===== config.mk =====
export PLATFORM = sky130hd
export DESIGN_NAME = wide_shadow_reg
export DESIGN_NICKNAME = d
export VERILOG_FILES = /design/src/rtl/wsb_pkg.sv /design/src/rtl/wsb_decode.sv /design/src/rtl/wsb_stage.sv /design/src/rtl/wsb_live.sv /design/src/rtl/wsb_rdata.sv /design/src/rtl/wide_shadow_reg.sv
export SDC_FILE = /design/constraint.sdc
export NUM_CORES = 1
export LEC_CHECK = 0
export ABC_CLOCK_PERIOD_IN_PS = 4700
export BUFFER_PORTS_ARGS = -buffer_cell sky130_fd_sc_hd__clkbuf_2
export CORE_MARGIN = 2
export CORE_UTILIZATION = 56
export DETAILED_ROUTE_END_ITERATION = 10
export PLACE_DENSITY = 0.85
export SYNTH_ARGS = -nofsm -noshare
export SYNTH_HDL_FRONTEND = slang
export SYNTH_SLANG_ARGS = --single-unit

===== constraint.sdc =====
create_clock -name clk -period 4.7 [get_ports clk]
set_input_delay 0.705 -clock clk [delete_from_list [all_inputs] [get_ports clk]]
set_output_delay 0.705 -clock clk [all_outputs]
set_load 0.03 [all_outputs]

===== src/rtl/wsb_pkg.sv =====
package wsb_pkg;

    // Source that feeds the live register on the next edge
    typedef enum logic [1:0] {
        LIVE_KEEP   = 2'd0,
        LIVE_COMMIT = 2'd1,
        LIVE_HWLOAD = 2'd2
    } live_src_e;

    // Decoded bus access
    typedef struct packed {
        logic commit;     // write to the trigger word
        logic snap;       // read of the trigger word
        logic rd_any;     // any read access
        logic hit;        // address maps to a staging word
    } bus_dec_t;

    function automatic int trig_word(int n_words, bit on_lsw);
        return on_lsw ? 0 : n_words - 1;
    endfunction

    // Software commit outranks the hardware load
    function automatic live_src_e pick_src(logic commit, logic hw_load);
        if (commit)
            return LIVE_COMMIT;
        else if (hw_load)
            return LIVE_HWLOAD;
        return LIVE_KEEP;
    endfunction

endpackage


===== src/rtl/wsb_decode.sv =====
module wsb_decode
    import wsb_pkg::*;
#(
    parameter int N_WORDS = 4,
    parameter int TRIG    = 0,
    localparam int AW     = $clog2(N_WORDS)
) (
    input  logic [AW-1:0]      addr,
    input  logic               wr,
    input  logic               rd,
    output logic [N_WORDS-1:0] stage_we,
    output bus_dec_t           dec
);
    localparam logic [AW:0]   N_EXT  = (AW+1)'(N_WORDS);
    localparam logic [AW-1:0] TRIG_A = AW'(TRIG);

    logic hit;
    assign hit = ({1'b0, addr} < N_EXT);

    always_comb begin
        dec.hit    = hit;
        dec.commit = wr && hit && (addr == TRIG_A);
        dec.snap   = rd && hit && (addr == TRIG_A);
        dec.rd_any = rd;
    end

    for (genvar i = 0; i < N_WORDS; i++) begin : g_we
        assign stage_we[i] = wr && hit && (addr == AW'(i));
    end

endmodule


===== src/rtl/wsb_stage.sv =====
module wsb_stage #(
    parameter int BUS_W   = 8,
    parameter int N_WORDS = 4,
    localparam int W      = BUS_W * N_WORDS
) (
    input  logic               clk,
    input  logic               rst,
    input  logic [N_WORDS-1:0] stage_we,
    input  logic               snap,
    input  logic [BUS_W-1:0]   wdata,
    input  logic [W-1:0]       live_q,
    output logic [W-1:0]       stage_q
);
    logic [BUS_W-1:0] words [N_WORDS];

    for (genvar i = 0; i < N_WORDS; i++) begin : g_word
        always_ff @(posedge clk) begin
            if (rst)
                words[i] <= '0;
            else if (snap)
                words[i] <= live_q[i*BUS_W +: BUS_W];
            else if (stage_we[i])
                words[i] <= wdata;
        end
        assign stage_q[i*BUS_W +: BUS_W] = words[i];
    end

endmodule


===== src/rtl/wsb_live.sv =====
module wsb_live
    import wsb_pkg::*;
#(
    parameter int W = 32
) (
    input  logic         clk,
    input  logic         rst,
    input  logic         commit,
    input  logic [W-1:0] commit_val,
    input  logic         hw_load,
    input  logic [W-1:0] hw_val,
    output logic [W-1:0] live_q,
    output logic         live_upd
);
    live_src_e src;
    assign src = pick_src(commit, hw_load);

    always_ff @(posedge clk) begin
        if (rst) begin
            live_q   <= '0;
            live_upd <= 1'b0;
        end else begin
            live_upd <= (src == LIVE_COMMIT);
            case (src)
                LIVE_COMMIT: live_q <= commit_val;
                LIVE_HWLOAD: live_q <= hw_val;
                default:     live_q <= live_q;
            endcase
        end
    end

endmodule


===== src/rtl/wsb_rdata.sv =====
module wsb_rdata #(
    parameter int BUS_W   = 8,
    parameter int N_WORDS = 4,
    parameter int TRIG    = 0,
    localparam int W      = BUS_W * N_WORDS,
    localparam int AW     = $clog2(N_WORDS)
) (
    input  logic             clk,
    input  logic             rst,
    input  logic [AW-1:0]    addr,
    input  logic             rd,
    input  logic [W-1:0]     stage_q,
    input  logic [W-1:0]     live_q,
    output logic [BUS_W-1:0] rdata
);
    logic [BUS_W-1:0] word_sel;

    // The trigger word is served from the live value, the others from staging
    always_comb begin
        word_sel = '0;
        for (int i = 0; i < N_WORDS; i++) begin
            if (addr == AW'(i))
                word_sel = (i == TRIG) ? live_q[i*BUS_W +: BUS_W]
                                       : stage_q[i*BUS_W +: BUS_W];
        end
    end

    always_ff @(posedge clk) begin
        if (rst)
            rdata <= '0;
        else if (rd)
            rdata <= word_sel;
    end

endmodule


===== src/rtl/wide_shadow_reg.sv =====
module wide_shadow_reg
    import wsb_pkg::*;
#(
    parameter int BUS_W          = 8,
    parameter int N_WORDS        = 4,
    parameter bit TRIGGER_ON_LSW = 1'b1
) (
    input  logic                         clk,
    input  logic                         rst,
    input  logic [$clog2(N_WORDS)-1:0]   bus_addr,
    input  logic                         bus_wr,
    input  logic                         bus_rd,
    input  logic [BUS_W-1:0]             bus_wdata,
    output logic [BUS_W-1:0]             bus_rdata,
    input  logic                         hw_load,
    input  logic [BUS_W*N_WORDS-1:0]     hw_load_val,
    output logic [BUS_W*N_WORDS-1:0]     live_q,
    output logic                         live_upd
);
    localparam int W    = BUS_W * N_WORDS;
    localparam int TRIG = trig_word(N_WORDS, TRIGGER_ON_LSW);

    logic [N_WORDS-1:0] stage_we;
    bus_dec_t           dec;
    logic [W-1:0]       stage_q;
    logic [W-1:0]       commit_val;

    wsb_decode #(.N_WORDS(N_WORDS), .TRIG(TRIG)) u_dec (
        .addr     (bus_addr),
        .wr       (bus_wr),
        .rd       (bus_rd),
        .stage_we (stage_we),
        .dec      (dec)
    );

    wsb_stage #(.BUS_W(BUS_W), .N_WORDS(N_WORDS)) u_stage (
        .clk      (clk),
        .rst      (rst),
        .stage_we (stage_we),
        .snap     (dec.snap),
        .wdata    (bus_wdata),
        .live_q   (live_q),
        .stage_q  (stage_q)
    );

    // Commit image: staged words with the trigger word taken from the bus
    for (genvar i = 0; i < N_WORDS; i++) begin : g_img
        if (i == TRIG) begin : g_trig
            assign commit_val[i*BUS_W +: BUS_W] = bus_wdata;
        end else begin : g_stg
            assign commit_val[i*BUS_W +: BUS_W] = stage_q[i*BUS_W +: BUS_W];
        end
    end

    wsb_live #(.W(W)) u_live (
        .clk        (clk),
        .rst        (rst),
        .commit     (dec.commit),
        .commit_val (commit_val),
        .hw_load    (hw_load),
        .hw_val     (hw_load_val),
        .live_q     (live_q),
        .live_upd   (live_upd)
    );

    wsb_rdata #(.BUS_W(BUS_W), .N_WORDS(N_WORDS), .TRIG(TRIG)) u_rd (
        .clk     (clk),
        .rst     (rst),
        .addr    (bus_addr),
        .rd      (dec.rd_any),
        .stage_q (stage_q),
        .live_q  (live_q),
        .rdata   (bus_rdata)
    );

endmodule


### After elaboration in Yosys (flattened, before gate mapping)

Memory sizes are Yosys's and may differ from the RTL's.
Index checks and enable logic that the tools add are counted.

| operators by class | value |
|---|---|
| equal/unequal tests | 5 |
| multiplexer cells | 39 |
| bitwise logic cells | 8 |
| reductions and logical operators | 7 |

Operators by type and width:

| cell | number |
|---|---|
| $mux 8 | 12 |
| $pmux 32 s2 | 1 |
| $mux 1 | 23 |
| $or 1x1->1 | 8 |
| $eq 2x2->1 const B | 3 |
| $mux 2 | 3 |
| $logic_and 1x1->1 | 5 |
| $eq 2x1->1 const B | 2 |
| $logic_not 2->1 | 1 |
| $reduce_bool 2->1 | 1 |

| word-level totals | value |
|---|---|
| register bits | 41 |
| bits in writable memories | 32 |
| output and inout port bits | 41 |
| logic and storage cells | 63 |
| memories kept | 1 |

Memory list:

| memory | words | bits a word | rd ports | clocked after Yosys merged registers in | write ports | RTL line | source |
|---|---|---|---|---|---|---|---|
| u_stage.words | 4 | 8 | 3 | 0 | 4 | wsb_stage.sv:14 | `logic [BUS_W-1:0] words [N_WORDS];` |

### Longest topological paths before layout

Gate-level depths: netlist of the first run.

| depth | value |
|---|---|
| word-level depth | 7 |
| mapped depth | 5 |
| mapped depth without buffers | 2 |

### Modules after synthesis

From an unflattened synthesis of the first run, not the netlist that was laid out.

| unflattened totals | value |
|---|---|
| cell total of the unflattened synthesis | 281 |
| area, all modules | 3517.1 um2 |

By module, submodules not included:

| module | instances | cells each | area an instance (um2) | seq. area each (um2) |
|---|---|---|---|---|
| wsb_live | 1 | 145 | 1542.7 | 660.6 |
| wsb_stage | 1 | 81 | 1393.8 | 960.9 |
| wsb_rdata | 1 | 46 | 514.2 | 160.2 |
| wsb_decode | 1 | 9 | 66.3 | 0.0 |

### Worst setup path after synthesis of the first run

No wires, ideal clock.

| timing path | value |
|---|---|
| path kind | in2reg |
| from | input port bus_addr[1] |
| to | memory u_stage.words[3][2] (netlist: u_stage.words[1][10]), enable pin |
| library setup time | 0.387 ns |
| data arrival time | 1.743 ns |
| data required time | 4.313 ns |
| setup slack | 2.571 ns |
| stages on the path | 3 |
| path buffers | 2 |
| cell sequence | buf_4 -> buf_4 -> o31ai_1 |

RTL lines:

| element | RTL line | source |
|---|---|---|
| start, declared | wide_shadow_reg.sv:10 | `input logic [$clog2(N_WORDS)-1:0] bus_addr,` |
| end, declared | wsb_stage.sv:14 |  |

==> summary.md, run 1 <==
| Metric | Value |
|---|---|
| Status | complete, no violations |
| Total chip power | 0.00126 W |
| Worst rel slew slack | 0.143 |
| Period utilization | 0.540 |
| Wl on met1 | 3.51 mm |
| Worst path buffer plus inverter count | 1 |
| Metal3 WL | between 600 and 700 microns |
| Fmax | approximately 0.4 GHz |
| Highest metal used | met4 |
| Max FO, Critical Path | 50 |
| Final Hold Violating Endpoints | 0 |
| Vias per std cell | 6.21 |
| GPL Wtd Cong | ~0.86 |
| # resized after CTS | 0 |
| Final Skew | approximately 4.3 ps |
| Synthesized Nets | 312 |
| CP max stage delay | approximately 1200 ps |
| Mean Syn Cell Area | between 10 and 15 sq um |
| Most frequent cells in the layout | clkbuf_2, mux2i_1, dfxtp_1 |
| Ys async rst share | 0 |
| # setup viols final | 0 |
| # hold bufs at CTS | 0 |
| Yosys top cell by area | dfxtp_1 |
| Main synth FF type | dfxtp_1 |
| # Post-CTS Setup Buffers | 0 |
| P_leak | approximately 1.6 nW |
| Peak VDD IR | between 0.15 and 0.2 mV |
| Clk sinks | 65 |
| Power per cell area | roughly 340 nW/um^2 |
| GR Util All Layers | 0.259 |
| Worst Hold Class | reg2reg |
| Num ports | approximately 90 |
| Share of layout cells above drive strength 1 | 0.331 |
| Max-cap violation count | 0 |
| Initial core utilization | 0.580 |
| Slew Limit Fails | 0 |
| Post-route ant nets | 0 |
| Wire per inst | between 15 and 20 microns |
| Worst EP arrival | approximately 2700 ps |
| First-pass GRT wire length | between 10 and 15 mm |
| Detail Route met2 WL | roughly 3.6 mm |
| CP endpoint kind | flip-flop |
| Area of the core | approximately 5500 sq um |
| Synth area leaders | dfxtp_1, edfxtp_1, mux2i_1 |
| Final Worst Setup Slack | 2160 ps |
| TritonCTS clock tree | done |
| Crit path cell chain | clkbuf_2 > nor4bb_1 > a22o_1 |
| Commonest non-fill, non-tap cell in the layout | clkbuf_2 |
| Mapped Area | roughly 3200 sq um |
| Routed WL | a little under 8 mm |
| Nets | ~380 |
| Die W | ~79 microns |
| Worst-margin pin slew | about 1300 ps |
| Post-synth top area share | 0.257 |
| Crit-path leading delay family | simple AND/OR/NAND/NOR gates |
| CTS Buffer Depth | 2 |
| Area growth from synthesis to layout | 16.5% |
| CP Class | in2reg |
| Iteration-0 DRC count of the detailed router | 237 |
| RSZ-0062 raised after global routing | no |
| Synthesized flop and latch total | 65 |
| Clk_lat worst skew | approximately 330 ps |
| DR pass1 iterations | 5 |
| # diodes | 0 |
| Number of remaining DRC errors | 0 |
| Initial antenna violation count | 0 |
| Tmin final | 2540 ps |
| Clock-pin slew on the worst setup and hold paths | ~60 ps |
| Largest net degree at the start of global routing | 51 |
| Total grt overflow | 0 |
| Fill count | approximately 430 |
| CP startpoint kind | input port |
| CTS buffer count | 9 |
| CTS root buf | clkbuf_8 |
| Die area | roughly 6300 sq um |
| Post-Syn Instances | ~270 |
| Vias | between 2000 and 3000 |
| Die H | between 70 and 80 microns |
| Cell at the slowest stage of the critical path | nor4bb_1 |
| Std-Cell Rows | 27 |
| Yosys cell types | 25 |
| Required time of the critical path | approximately 4900 ps |
| H-tree depth | 3 |
| Sequential fraction of the synthesis area | 0.483 |
| Post-DP HPWL | 5.58 mm |
| Ys Warns | 0 |
| Place WS | about 1900 ps |
| Post-synth EDFFs | 24 |
| Vias in the first global route | 2376 |
| Setup_tns | 0 ps |
| Port Buffer Count | 87 |
## layer usage
metal	track usage	vias to the layer above
met3	0.0486	13
met2	0.402	140
li1	-	1196
met4	0.114	0
met1	0.353	1215
met5	0	-
## sequential cells by signal, summed over array words and instances, names as in the netlist
name and cells:
u_stage.words 24, u_rd.rdata 8, u_live.live_upd 1, u_live.live_q 32
## cells by family (layout without fill, tap and decap cells)
kind of cell,count (synthesis),in the layout,synth area share
compound gates,68,68,0.176
buf+inv,44,120,0.0710
flops,65,65,0.483
mux,50,50,0.157
simple gates,38,38,0.113
## synthesized netlist by cell type, types with 4 or more instances
cell type,number
edfxtp_1,24
o32ai_1,11
nor4b_1,21
a211oi_1,21
o221ai_1,8
or3b_2,9
dfxtp_1,41
buf_6,4
clkbuf_1,6
a22o_1,24
inv_1,13
buf_2,17
mux2i_1,50
## layout make-up
class                   instances  area [sq um]  area share
clock buffers                  16           150      0.0404
inverters                      13          48.8      0.0131
multi-input cells             156          1420       0.383
flip-flops and latches         65          1540       0.414
well taps                      72          90.1      0.0242
repair buffers                 91           465       0.125
## worst paths after layout
| path | from | to | slack [ps] | cells past startpoint |
|---|---|---|---|---|
| worst max-delay path | rst | u_stage.words[0][10] | 2160 | 3 |
| worst min-delay path | u_stage.words[1][6] | u_live.live_q[22] | 520 | 2 |
| worst max register to register | u_stage.words[1][2] | u_live.live_q[18] | 3600 | 2 |
| worst min register to register | u_stage.words[1][6] | u_live.live_q[22] | 520 | 2 |
## power by group
group	leakage [nW]	internal (W)	total (W)	switching [W]
clock	0.0730	0.000193	0.000386	0.000192
sequential	0.595	0.000625	0.000655	0.0000299
combinational	0.955	0.0000804	0.000218	0.000137
## per-stage QoR
step,hold slack (ps),cell area [sq um],utilization,instances
2_1_floorplan,476,3190,-,265
3_3_place_gp,493,3570,0.648,397
3_5_place_dp,507,3570,0.648,397
4_1_cts,522,3720,0.676,413
5_1_grt,548,3720,0.676,413
6_report,520,3720,0.676,413
## tightest hold or removal path: stages, from the launching register on
cell,delay [ps]
edfxtp_1,340
inv_1,40
o32ai_1,90
Note: power is estimated with default switching activity, not from simulation.
==> run 2: changes to the inputs <==
--- a/config.mk
+++ b/config.mk
@@ -5,12 +5,12 @@
 export SDC_FILE = /design/constraint.sdc
 export NUM_CORES = 1
 export LEC_CHECK = 0
-export ABC_CLOCK_PERIOD_IN_PS = 4700
+export ABC_CLOCK_PERIOD_IN_PS = 2500
 export BUFFER_PORTS_ARGS = -buffer_cell sky130_fd_sc_hd__clkbuf_2
 export CORE_MARGIN = 2
-export CORE_UTILIZATION = 56
+export CORE_UTILIZATION = 52
 export DETAILED_ROUTE_END_ITERATION = 10
-export PLACE_DENSITY = 0.85
+export PLACE_DENSITY = 0.79
 export SYNTH_ARGS = -nofsm -noshare
 export SYNTH_HDL_FRONTEND = slang
 export SYNTH_SLANG_ARGS = --single-unit
==> constraint.sdc (replaced) <==
create_clock -name clk -period 2.5 [get_ports clk]
set_input_delay 0.375 -clock clk [delete_from_list [all_inputs] [get_ports clk]]
set_output_delay 0.375 -clock clk [all_outputs]
set_load 0.03 [all_outputs]
==> run 2 against run 1 <==
Utilization shrank 2.1 points. Register-to-register slack lost 2200 ps. Sequential cell count is the same.
==> summary.md, run 2 (same netlist as run 1, synthesis figures left out) <==
| Metric | Value |
|---|---|
| Int Pwr | between 0.0015 and 0.002 W |
| Worst EP arrival | 1890 ps |
| First-pass GRT wire length | 12.1 mm |
| Die H | 82.3 microns |
| Worst Hold Class | in2reg |
| Required time of the critical path | around 2700 ps |
| Setup_tns | 0 ps |
| Clock-pin slew on the worst setup and hold paths | 60 ps |
| Nets | just under 400 |
| Clk sinks | 65 |
| Vias | ~2600 |
| CTS Buffer Depth | 2 |
| Port Buffer Count | between 80 and 90 |
| Final Hold Violating Endpoints | 0 |
| Worst-margin pin slew | ~560 ps |
| CTS root buf | clkbuf_8 |
| GPL Wtd Cong | 0.859 |
| Gr busiest metal | met2 |
| Crit path to | u_stage.words[1][4] |
| CP max stage delay | around 500 ps |
| Die W | between 80 and 90 microns |
| CP startpoint kind | input port |
| Period utilization | 0.674 |
| Grt met3 use | 0.0728 |
| Most frequent cells in the layout | clkbuf_2, mux2i_1, dfxtp_1 |
| Fmax | between 0.5 and 0.6 GHz |
| DR pass1 iterations | 4 |
| Reg2reg start | u_stage.words[1][15] |
| Commonest non-fill, non-tap cell in the layout | clkbuf_2 |
| # diodes | 0 |
| H-tree depth | 3 |
| Power per cell area | roughly 650 nW/um^2 |
| P_leak | about 1.7 nW |
| Total chip power | 0.00251 W |
| R2r setup slk | 1410 ps |
| CTS buffer count | 9 |
| RSZ-0062 raised after global routing | no |
| Largest net degree at the start of global routing | 31 |
| Final Skew | ~5.7 ps |
| Crit path cell chain | clkbuf_2 > buf_4 > nor4bb_1 > buf_4 > a22o_1 |
| Worst Reg-to-Reg Cells | 2 |
| Fill count | 470 |
| Most frequent CP cell | buf_4 |
| Worst rel slew slack | 0.624 |
| # hold bufs at CTS | 0 |
| CP endpoint kind | flip-flop |
| Max FO, Critical Path | 18 |
| Sequential share of power | 0.488 |
| Total grt overflow | 0 |
| Combinational share of power | 0.170 |
| Max-cap violation count | 0 |
| # setup viols final | 0 |
| GR Util All Layers | 0.250 |
| # Post-CTS Setup Buffers | 0 |
| Die area | between 6000 and 7000 sq um |
| Wire per inst | between 15 and 20 microns |
| Iteration-0 DRC count of the detailed router | about 200 |
| Num ports | between 80 and 90 |
| # resized after CTS | 0 |
| Status | complete, no violations |
| Tmin final | around 1700 ps |
| Vias in the first global route | approximately 2300 |
| Largest registers | u_live.live_q: 32 flops, u_stage.words: 24 flops, u_rd.rdata: 8 flops |
| Cell at the slowest stage of the critical path | nor4bb_1 |
| Post-DP HPWL | 5.92 mm |
| Clk_lat worst skew | about 340 ps |
| Area growth from synthesis to layout | 21.4% |
| Area of the core | 5920 sq um |
| Peak VDD IR | between 0.3 and 0.4 mV |
| Vias per std cell | between 6 and 7 |
| M2 GR Usage | 0.372 |
| Routed WL | approximately 8.2 mm |
| Largest register by flop count | u_live.live_q |
| Sw Share | 0.283 |
| CP Class | in2reg |
| Initial core utilization | 0.539 |
| Critical Path Source | bus_addr[1] |
| Initial antenna violation count | 0 |
| Std-Cell Rows | 28 |
| Share of layout cells above drive strength 1 | 0.369 |
| Clock power share | 0.342 |
| TritonCTS clock tree | done |
| M1 GR Usage | 0.352 |
| Post-route ant nets | 0 |
| Max reg flops | 32 |
| NetSw | ~0.0007 W |
| Slew Limit Fails | 0 |
| Number of remaining DRC errors | 0 |
| Worst R2R End | u_live.live_q[31] |
## run 2: changes by cell type in the layout (fill, tap and decap cells not counted)
cell,previous run,this run
buf_4,4,13
clkbuf_1,7,1
clkbuf_8,9,13
clkinv_2,0,2
buf_12,0,2
## run 2: final cells by class
cell class,instances,area (sq um),share of cell area
Multi-Input combinational cell,156,1420,0.368
Inverter,13,48.8,0.0126
Clock inverter,2,10.0,0.00258
Clock buffer,14,183,0.0472
Sequential cell,65,1540,0.398
Tap cell,75,93.8,0.0242
Timing Repair Buffer,102,573,0.148
## run 2: worst min-delay path by stage
stage | cells after the start | from | slack [ps] | end
5_1_grt | 3 | bus_wdata[7] | 330 | u_live.live_q[7]
6_report | 3 | bus_wdata[7] | 320 | u_live.live_q[7]
2_1_floorplan | 2 | u_stage.words[1][0] | 480 | u_live.live_q[16]
3_5_place_dp | 2 | u_stage.words[0][11] | 510 | u_live.live_q[11]
4_1_cts | 3 | bus_wdata[7] | 320 | u_live.live_q[7]
3_3_place_gp | 2 | u_stage.words[1][0] | 490 | u_live.live_q[16]
## run 2: power by group through the flow
| stage | registers [W] | clock network (W) | logic [W] |
|---|---|---|---|
| 3_3_place_gp | 0.00125 | 0 | 0.000417 |
| 6_report | 0.00123 | 0.000860 | 0.000426 |
| 5_1_grt | 0.00124 | 0.000912 | 0.000456 |
| 4_1_cts | 0.00123 | 0.000862 | 0.000427 |
| 2_1_floorplan | 0.00133 | 0 | 0.000192 |
| 3_5_place_dp | 0.00125 | 0 | 0.000426 |
## run 2: stage by stage
| stage | setup WS, ps | utilization | hold slack [ps] | area [sq um] | instances |
|---|---|---|---|---|---|
| after floorplan | 701 | - | 476 | 3190 | 265 |
| after global placement | 591 | 0.622 | 493 | 3680 | 411 |
| after detailed placement | 523 | 0.622 | 506 | 3680 | 411 |
| after CTS | 865 | 0.654 | 316 | 3870 | 427 |
| after global routing | 775 | 0.654 | 335 | 3870 | 427 |
| final | 816 | 0.654 | 324 | 3870 | 427 |
## run 2: routing by layer
layer / vias up / part of all wire
li1: 1223 / -
met1: 1220 / 0.44
met2: 130 / 0.45
met3: 10 / 0.088
met4: 0 / 0.020
met5: - / 0
## run 2: critical path, delay by kind of cell
family / cells / cell delay (ps)
buf+inv: 3 / 880
simple gates: 1 / 500
compound gates: 1 / 140
